## src/rtl/lsic_pkg.sv

```systemverilog
package lsic_pkg;
    typedef enum logic [1:0] {
        OP_LOAD   = 2'd0,
        OP_STORE  = 2'd1,
        OP_MOVE   = 2'd2,
        OP_SERIAL = 2'd3
    } lsic_op_e;

    // synchronizing classes enter only into an empty machine
    function automatic logic is_sync(input lsic_op_e op);
        return op[1];
    endfunction
endpackage

```

## src/rtl/lsic_queue.sv

```systemverilog
module lsic_queue #(
    parameter int W     = 32,
    parameter int DEPTH = 4
) (
    input  logic         clk,
    input  logic         rst_n,
    input  logic         flush,
    input  logic         push,
    input  logic [W-1:0] din,
    input  logic         pop,
    output logic [W-1:0] dout,
    output logic         empty,
    output logic         full
);
    localparam int PW = (DEPTH > 1) ? $clog2(DEPTH) : 1;
    localparam int CW = $clog2(DEPTH + 1);

    typedef struct packed {
        logic [PW-1:0] wr;
        logic [PW-1:0] rd;
        logic [CW-1:0] cnt;
    } ptr_t;

    ptr_t ptr_d, ptr_q;
    logic [W-1:0] mem_q [DEPTH];

    function automatic logic [PW-1:0] bump(input logic [PW-1:0] p);
        return (p == PW'(DEPTH - 1)) ? '0 : p + PW'(1);
    endfunction

    always_comb begin
        ptr_d = ptr_q;
        if (flush) begin
            ptr_d = '0;
        end else begin
            if (push) ptr_d.wr = bump(ptr_q.wr);
            if (pop)  ptr_d.rd = bump(ptr_q.rd);
            ptr_d.cnt = ptr_q.cnt + CW'(push) - CW'(pop);
        end
    end

    always_ff @(posedge clk) begin
        if (!rst_n) ptr_q <= '0;
        else        ptr_q <= ptr_d;
    end

    always_ff @(posedge clk) begin
        if (push && !flush) mem_q[ptr_q.wr] <= din;
    end

    assign dout  = mem_q[ptr_q.rd];
    assign empty = (ptr_q.cnt == '0);
    assign full  = (ptr_q.cnt == CW'(DEPTH));

    p_no_overflow_r1: assert property (@(posedge clk) disable iff (!rst_n)
        push |-> !full);
    p_no_underflow_r3: assert property (@(posedge clk) disable iff (!rst_n)
        pop |-> !empty);
endmodule

```

## src/rtl/lsic_inflight.sv

```systemverilog
module lsic_inflight
    import lsic_pkg::*;
#(
    parameter int DEPTH = 4
) (
    input  logic       clk,
    input  logic       rst_n,
    input  logic       issue,
    input  logic [1:0] issue_op,
    input  logic       done,
    output logic       empty,
    output logic       full,
    output logic [1:0] head_op,
    output logic       load_bubble
);
    localparam int CW = $clog2(DEPTH + 1);

    typedef struct packed {
        logic [DEPTH-1:0][1:0] kind;
        logic [CW-1:0]         cnt;
        logic                  bub;
    } trk_t;

    trk_t trk_d, trk_q;
    logic [DEPTH-1:0][1:0] slot_nx;
    logic [CW-1:0]         wpos;

    assign wpos = trk_q.cnt - CW'(done);

    // each slot shifts toward the head on termination and takes a new op at the tail
    for (genvar i = 0; i < DEPTH; i++) begin : g_slot
        logic [1:0] shifted;
        if (i < DEPTH - 1) begin : g_mid
            assign shifted = done ? trk_q.kind[i+1] : trk_q.kind[i];
        end else begin : g_last
            assign shifted = done ? 2'd0 : trk_q.kind[i];
        end
        assign slot_nx[i] = (issue && wpos == CW'(i)) ? issue_op : shifted;
    end

    always_comb begin
        trk_d      = trk_q;
        trk_d.kind = slot_nx;
        trk_d.cnt  = trk_q.cnt + CW'(issue) - CW'(done);
        trk_d.bub  = done && (trk_q.cnt != '0) && (trk_q.kind[0] == OP_LOAD);
    end

    always_ff @(posedge clk) begin
        if (!rst_n) trk_q <= '0;
        else        trk_q <= trk_d;
    end

    assign empty       = (trk_q.cnt == '0);
    assign full        = (trk_q.cnt == CW'(DEPTH));
    assign head_op     = trk_q.kind[0];
    assign load_bubble = trk_q.bub;

    p_done_owned_r3: assert property (@(posedge clk) disable iff (!rst_n)
        done |-> !empty);
    p_issue_room_r9: assert property (@(posedge clk) disable iff (!rst_n)
        issue |-> !full);
endmodule

```

## src/rtl/lsic_top.sv

```systemverilog
module lsic_top
    import lsic_pkg::*;
#(
    parameter int ADDR_W    = 32,
    parameter int DATA_W    = 32,
    parameter int REG_W     = 5,
    parameter int AQ_DEPTH  = 4,
    parameter int OUT_DEPTH = 4
) (
    input  logic              clk,
    input  logic              rst_n,
    input  logic              seq_valid,
    input  logic              seq_ops_ready,
    input  logic [1:0]        seq_op,
    input  logic              seq_update,
    input  logic [REG_W-1:0]  seq_base,
    input  logic [DATA_W-1:0] seq_wdata,
    output logic              seq_accept,
    output logic              ea_req,
    input  logic [ADDR_W-1:0] ea_value,
    input  logic              older_done,
    input  logic              older_exc,
    output logic              dc_req,
    output logic [1:0]        dc_op,
    output logic [ADDR_W-1:0] dc_addr,
    output logic [DATA_W-1:0] dc_wdata,
    input  logic              dc_done,
    output logic              wb_valid,
    output logic [REG_W-1:0]  wb_reg,
    output logic [ADDR_W-1:0] wb_addr
);
    localparam int AQ_W = ADDR_W + 2;

    typedef struct packed {
        logic              serial;
        logic              wb_v;
        logic [REG_W-1:0]  wb_r;
        logic [ADDR_W-1:0] wb_a;
    } st_t;

    st_t st_d, st_q;

    logic              aq_push, aq_pop, aq_empty, aq_full;
    logic [AQ_W-1:0]   aq_dout;
    logic              dq_empty, dq_full;
    logic [DATA_W-1:0] dq_dout;
    logic              if_empty, if_full, if_bubble;
    logic [1:0]        if_head;

    lsic_op_e          seq_kind, head_kind;
    logic              sync_ok, take, head_go, new_go;

    function automatic logic may_issue(input lsic_op_e k, input logic od,
                                       input logic exc, input logic emp,
                                       input logic ful, input logic bub);
        case (k)
            OP_LOAD:  return !ful;
            OP_STORE: return od && !exc && emp && !bub;
            default:  return 1'b1;
        endcase
    endfunction

    always_comb begin
        st_d      = st_q;
        seq_kind  = lsic_op_e'(seq_op);
        head_kind = lsic_op_e'(aq_dout[ADDR_W +: 2]);
        sync_ok   = older_done && aq_empty && if_empty;
        take      = seq_valid && seq_ops_ready && !older_exc && !st_q.serial
                    && !aq_full && !dq_full && (!is_sync(seq_kind) || sync_ok);
        head_go   = !aq_empty && !older_exc
                    && may_issue(head_kind, older_done, older_exc, if_empty, if_full, if_bubble);
        new_go    = aq_empty && take
                    && may_issue(seq_kind, older_done, older_exc, if_empty, if_full, if_bubble);
        aq_push   = take && !new_go;
        aq_pop    = head_go;

        seq_accept = take;
        ea_req     = take && !is_sync(seq_kind);
        dc_req     = head_go || new_go;
        dc_op      = head_go ? aq_dout[ADDR_W +: 2] : seq_op;
        dc_addr    = head_go ? aq_dout[ADDR_W-1:0] : ea_value;
        dc_wdata   = head_go ? dq_dout : seq_wdata;

        if (take && seq_kind == OP_SERIAL)
            st_d.serial = 1'b1;
        else if (dc_done && if_head == OP_SERIAL)
            st_d.serial = 1'b0;

        st_d.wb_v = take && !is_sync(seq_kind) && seq_update;
        st_d.wb_r = seq_base;
        st_d.wb_a = ea_value;
    end

    always_ff @(posedge clk) begin
        if (!rst_n) st_q <= '0;
        else        st_q <= st_d;
    end

    assign wb_valid = st_q.wb_v;
    assign wb_reg   = st_q.wb_r;
    assign wb_addr  = st_q.wb_a;

    lsic_queue #(.W(AQ_W), .DEPTH(AQ_DEPTH)) u_addr_q (
        .clk(clk), .rst_n(rst_n), .flush(older_exc),
        .push(aq_push), .din({seq_op, ea_value}), .pop(aq_pop),
        .dout(aq_dout), .empty(aq_empty), .full(aq_full)
    );

    lsic_queue #(.W(DATA_W), .DEPTH(AQ_DEPTH)) u_data_q (
        .clk(clk), .rst_n(rst_n), .flush(older_exc),
        .push(aq_push), .din(seq_wdata), .pop(aq_pop),
        .dout(dq_dout), .empty(dq_empty), .full(dq_full)
    );

    lsic_inflight #(.DEPTH(OUT_DEPTH)) u_inflight (
        .clk(clk), .rst_n(rst_n), .issue(dc_req), .issue_op(dc_op),
        .done(dc_done), .empty(if_empty), .full(if_full),
        .head_op(if_head), .load_bubble(if_bubble)
    );

    p_full_blocks_r1: assert property (@(posedge clk) disable iff (!rst_n)
        aq_full |-> !seq_accept);
    p_same_cycle_r2: assert property (@(posedge clk) disable iff (!rst_n)
        (seq_accept && aq_empty && seq_op == 2'd0 && !if_full)
        |-> (dc_req && dc_addr == ea_value));
    p_wb_next_r4: assert property (@(posedge clk) disable iff (!rst_n)
        (seq_accept && !seq_op[1] && seq_update)
        |=> (wb_valid && wb_reg == $past(seq_base) && wb_addr == $past(ea_value)));
    p_sync_entry_r5: assert property (@(posedge clk) disable iff (!rst_n)
        (seq_accept && seq_op[1]) |-> (older_done && aq_empty && if_empty));
    p_serial_hold_r6: assert property (@(posedge clk) disable iff (!rst_n)
        st_q.serial |-> !seq_accept);
    p_store_gate_r7: assert property (@(posedge clk) disable iff (!rst_n)
        (dc_req && dc_op == 2'd1) |-> (older_done && !older_exc && if_empty));
    p_load_gap_r8: assert property (@(posedge clk) disable iff (!rst_n)
        (dc_req && dc_op == 2'd1) |-> !if_bubble);
    p_flush_r10: assert property (@(posedge clk) disable iff (!rst_n)
        older_exc |=> aq_empty);
    p_lockstep_r11: assert property (@(posedge clk) disable iff (!rst_n)
        aq_empty == dq_empty);
endmodule

```

## config.mk

```make
export PLATFORM = sky130hd
export DESIGN_NAME = lsic_top
export DESIGN_NICKNAME = d
export VERILOG_FILES = /design/src/rtl/lsic_pkg.sv /design/src/rtl/lsic_queue.sv /design/src/rtl/lsic_inflight.sv /design/src/rtl/lsic_top.sv
export SDC_FILE = /design/constraint.sdc
export NUM_CORES = 1
export LEC_CHECK = 0
export BUFFER_PORTS_ARGS = -buffer_cell sky130_fd_sc_hd__buf_2
export CORE_MARGIN = 2
export CORE_UTILIZATION = 57
export CTS_BUF_LIST = sky130_fd_sc_hd__clkbuf_16
export DETAILED_ROUTE_END_ITERATION = 7
export GPL_TIMING_DRIVEN = 0
export PLACE_DENSITY = 0.84
export SYNTH_ARGS = -nofsm -noshare
export SYNTH_HDL_FRONTEND = slang
export SYNTH_SLANG_ARGS = --single-unit
```

## constraint.sdc

```tcl
create_clock -name clk -period 3.6 [get_ports clk]
set_input_delay 0.72 -clock clk [delete_from_list [all_inputs] [get_ports clk]]
set_output_delay 0.72 -clock clk [all_outputs]
set_load 0.01 [all_outputs]
```

# After elaboration in Yosys (flattened, before gate mapping)
# Memories as Yosys holds them, arrays and structs flattened. A register that Yosys moved wholly into a read port is not among the register bits.
# Index checks and enable logic that the tools add are counted.
[word_totals] ff_bits=65 word_cells=120 in_bits=79 memories=2 mem_bits_rw=264
[mem_list] name="u_addr_q.mem_q" words=4 width=34 read_ports=1 rd_clocked_by_memory_dff=1 wr=1 line="lsic_queue.sv:25" text="logic [W-1:0] mem_q [DEPTH];"
[mem_list] name="u_data_q.mem_q" words=4 width=32 read_ports=1 rd_clocked_by_memory_dff=1 wr=1 line="lsic_queue.sv:25"
[classes] n_reduce_logical=51 n_mux=25 eq_ne=14 n_bitwise=1 add_sub_neg=11
[op_table] op="two-way mux 32 bit" count=2
[op_table] op="two-way mux 2 bit" count=17
[op_table] op="logical AND 1 bit" count=27
[op_table] op="equality test 2 bit, second input constant" count=6
[op_table] op="subtractor 3 x 1 -> 3 bit" count=4
[op_table] op="nonzero test 2 bit" count=5
[op_table] op="adder 3 x 1 -> 3 bit" count=3
[op_table] op="equality test 3 bit, second input constant" count=3
[op_table] op="logical NOT 1 bit" count=9
[op_table] op="logical NOT 3 bit" count=3
[op_table] op="adder 2 x 1 -> 2 bit, second input constant" count=4
[op_table] op="equality test 3 x 2 -> 1 bit, second input constant" count=2
[op_table] op="logical NOT 2 bit" count=3
[op_table] op="equality test 2 x 1 -> 1 bit, second input constant" count=2
[op_table] op="two-way mux 1 bit" count=4
[op_table] op="case mux 1 bit (2 select lines)" count=2
[op_table] op="equality test 3 x 1 -> 1 bit, second input constant" count=1
[op_table] op="nonzero test 3 bit" count=1
[op_table] op="logical OR 1 bit" count=2
[op_table] op="OR reduction 2 bit" count=1
[op_table] op="inverter 1 bit" count=1

# Longest topological paths before layout
[depth] ltp_word=13 depth_mapped=15 depth_no_buf=12

# Modules after synthesis
# Synthesis repeated with hierarchy kept, for this count alone.
[hier_totals] cells_unflattened=716 area_unflattened_um2=13467.9
[by_module_without_submodules] module="lsic_queue (u_addr_q)" instances=1 cells_each=225 area_per_inst_um2=5424.0
[by_module_without_submodules] module="lsic_queue (u_data_q)" instances=1 cells_each=214 area_per_inst_um2=5127.4
[by_module_without_submodules] module="lsic_top" instances=1 cells_each=213 area_per_inst_um2=2272.2
[by_module_without_submodules] module="lsic_inflight" instances=1 cells_each=64 area_per_inst_um2=644.4

# Worst setup path after synthesis
# Ideal clock, no wire load.
[synth_timing] path_type="reg2reg" from="register with a tool-made name" to="register u_addr_q.ptr_q[2] (netlist name)" stages_incl_launch_ff=15 path_slack_ns=0.422 required_time_ns=3.472 arrival_time_ns=3.050 cell_sequence="dfxtp_1 buf_2 mux4_2 and3_1 o31ai_4 inv_2 buf_6 buf_6 ha_1 inv_1 ha_1 fa_1 xnor2_1 xnor2_1 nor2_1"
[synth_rtl] item="end signal: assignment" line="lsic_queue.sv:44" text="else ptr_q <= ptr_d;"
[synth_rtl] item="end: declaration" line="lsic_queue.sv:24" text="ptr_t ptr_d, ptr_q;"

==> results.yml <==
place:
  dpl.hpwl_um: 16460
  gp_congestion: 0.8269
  port-buffer-count: 185
  dpl.cell_count: 1242
  placed_cell_area_um2: 15000
final_layout:
  postLayoutCellArea_um2: 16300
  drive_above_1_share: 0.4556
  regMostFlops: "u_addr_q.mem_q"
  nNetsFinal: 1067
  regArea_um2: 9310
  fin_cells: 1309
  nFillCells: 1537
  largest_reg_flops: 136
  multi_input_area_um2: 3756
  antenna_cells: 0
  synthToLayoutAreaGrowth_pct: 20.01
die:
  dieWidth_um: 158.4
  ios: 186
  dieArea_um2: 25080
  core_um2: 23400
  rows: 56
  die_h_um: 158.4
  start_util: 0.5804
routing:
  ant_nets: 0
  drc_errors: 0
  wl_per_cell_um: 19.83
  drt_iter0_drc: 513
  first_pass_iters: 5
  routed_via_density: 5.504
  vias: 7205
  wirelength_um: 25960
cts:
  clock-sinks: 333
  insertion_delay_ns: 0.50
  cts_root_buf: "clkbuf_16"
  cts_buffer_depth: 3
  cts_tree: "done"
  numCtsBuffers: 34
  clk_pin_slew_worst_paths_ns: 0.06
  cts_htree_levels: 2
synthesis:
  yosys.area.top_type_share: 0.5837
  yosysUniqueCellTypes: 49
  synthTopCellsByCount: "edfxtp_1, dfxtp_1, mux4_2"
  syn-instance-count: 734
  syn-mean-instance-area_um2: 18.50
  ys_seq_area_frac: 0.6854
  synth_edf_count: 264
  synthArstFlopShare: 0
  synth.ff_latch_count: 333
  yosys.area.top_type: "edfxtp_1"
  syn-cell-area_um2: 13580
  ys.flop_type: "edfxtp_1"
  synth.top_cells.by_area: "edfxtp_1, mux4_2, dfxtp_1"
  syn_nets: 834
  synth_most_common_cell: "edfxtp_1"
  yosysWarnings: 0
sta:
  finalClockSkew_ns: 0.009955
  drv_slew: 0
  setup_viol: 0
  timing.slew.headroom: 0.4146
  hold_ws_ns: 0.4319
  clock.fmax_mhz: 283.0
  finalCriticalPeriod_ns: 3.534
  period_share: 0.9816
  rsz0062_at_grt: "yes"
  worstMarginPinSlew_ns: 0.8782
  finalHoldViolations: 0
grt:
  grt_remaining_overflow: 0
  grt_pass1_wl_um: 39880
  grt.total_usage: 0.2111
  antenna_found_initial: 1
  grt_pass1_vias: 7243
  grt_max_degree: 33
setup_path:
  crit_required_ns: 2.88
  rrSetupSlack_ns: 0.29
  path_class: "register to primary output"
  path_cells: "buf_6 > mux4_2 > and3_4 > o31ai_4 > inv_2 > buf_12 > buf_8 > mux2_4 > buf_2"
  max_stage_delay_ns: 0.53
  critPathArrivalTime_ns: 2.81
  end_kind: "primary output"
  critical_path_peak_fanout: 10
  critPathLaunchType: "register"
  cp_slowest_cell: "mux4_2"
job:
  maxCapViolations: 0
power:
  leakagePower_nw: 6.018
  p_per_area_nw_per_um2: 503.7
  peakVddDrop_mv: 0.4691
status:
  outcome: "completed"
hold_path:
  hold_class: "primary input to register"
[critical path, delay by kind of cell, from the launching register on]
kind | cells | cell delay, ns
mux | 2 | 0.83
flops | 1 | 0.32
simple gates | 1 | 0.20
buf+inv | 5 | 0.67
compound gates | 1 | 0.28
[cells by family (layout without fill, tap and decap cells)]
group | after synthesis | in the layout | synth area share
AND/OR/NAND/NOR | 113 | 113 | 0.04689
AO/OA/AOI/OAI | 27 | 27 | 0.01686
adder cells (fa/ha/maj) | 21 | 21 | 0.02100
multiplexers | 143 | 143 | 0.1862
flip-flops | 333 | 333 | 0.6854
buffers and inverters | 90 | 346 | 0.03915
XOR/XNOR | 7 | 7 | 0.004514
[final timing paths]
kind,end,start,depth (start not counted)
worst max register to register,u_addr_q.ptr_q[2],register,14
worst min-delay path,wb_reg[2],seq_base[2],2
worst max-delay path,dc_addr[21],register,9
worst min register to register,u_inflight.load_bubble,u_inflight.head_op[0],1
[routing by layer]
| metal | global-route usage | part of all wire | wire [um] |
|---|---|---|---|
| met5 | 0 | 0.00042 | 11 |
| met4 | 0.06306 | 0.020 | 531 |
| met3 | 0.04464 | 0.071 | 1840 |
| met2 | 0.3470 | 0.49 | 12710 |
| met1 | 0.2879 | 0.42 | 10870 |
[area by class of cell]
class                      count  share of cell area
timing repair buffer         198             0.07124
inverter                      19            0.004376
multi-input combinational    311              0.2304
clock buffer                  37             0.05681
clock inverter                22             0.01075
sequential                   333              0.5712
tap                          319             0.02449
buffer                        70             0.03071
[cell usage in the layout, fill, tap and decap left out, drive strengths merged, types with 16 or more instances in the layout]
cell,Yosys,layout
clkbuf,20,57
ha,18,18
edfxtp,264,264
inv,19,21
dfxtp,69,69
mux4,66,66
nor2,28,28
buf,51,248
mux2,70,70
and2,47,47
clkinv,0,16
[per-stage QoR]
step | worst slack (ns) | total power (W) | setup TNS (ns) | utilization
floorplan | 0.4220 | 0.004628 | 0 | -
global placement | -0.5897 | 0.004828 | -124.11 | 0.6370
detailed placement | 0.009966 | 0.004842 | 0 | 0.6408
CTS | 0.006492 | 0.008259 | 0 | 0.6885
global route | -0.03973 | 0.008503 | -1.197 | 0.6965
finish | 0.06622 | 0.008211 | 0 | 0.6965
[power breakdown]
group	switching, W	internal [W]
clock	0.00137	0.00206
combinational	0.000296	0.000272
sequential	0.0000184	0.00420
total	0.00168	0.00653
[timing repair]
item,in CTS,in global routing
pin swaps,1,1
setup endpoints to repair,63,50
hold buffers,0,0
gates resized for setup,2,31
setup buffers,2,7
hold endpoints to repair,0,0
(Power assumes the default switching activity.)
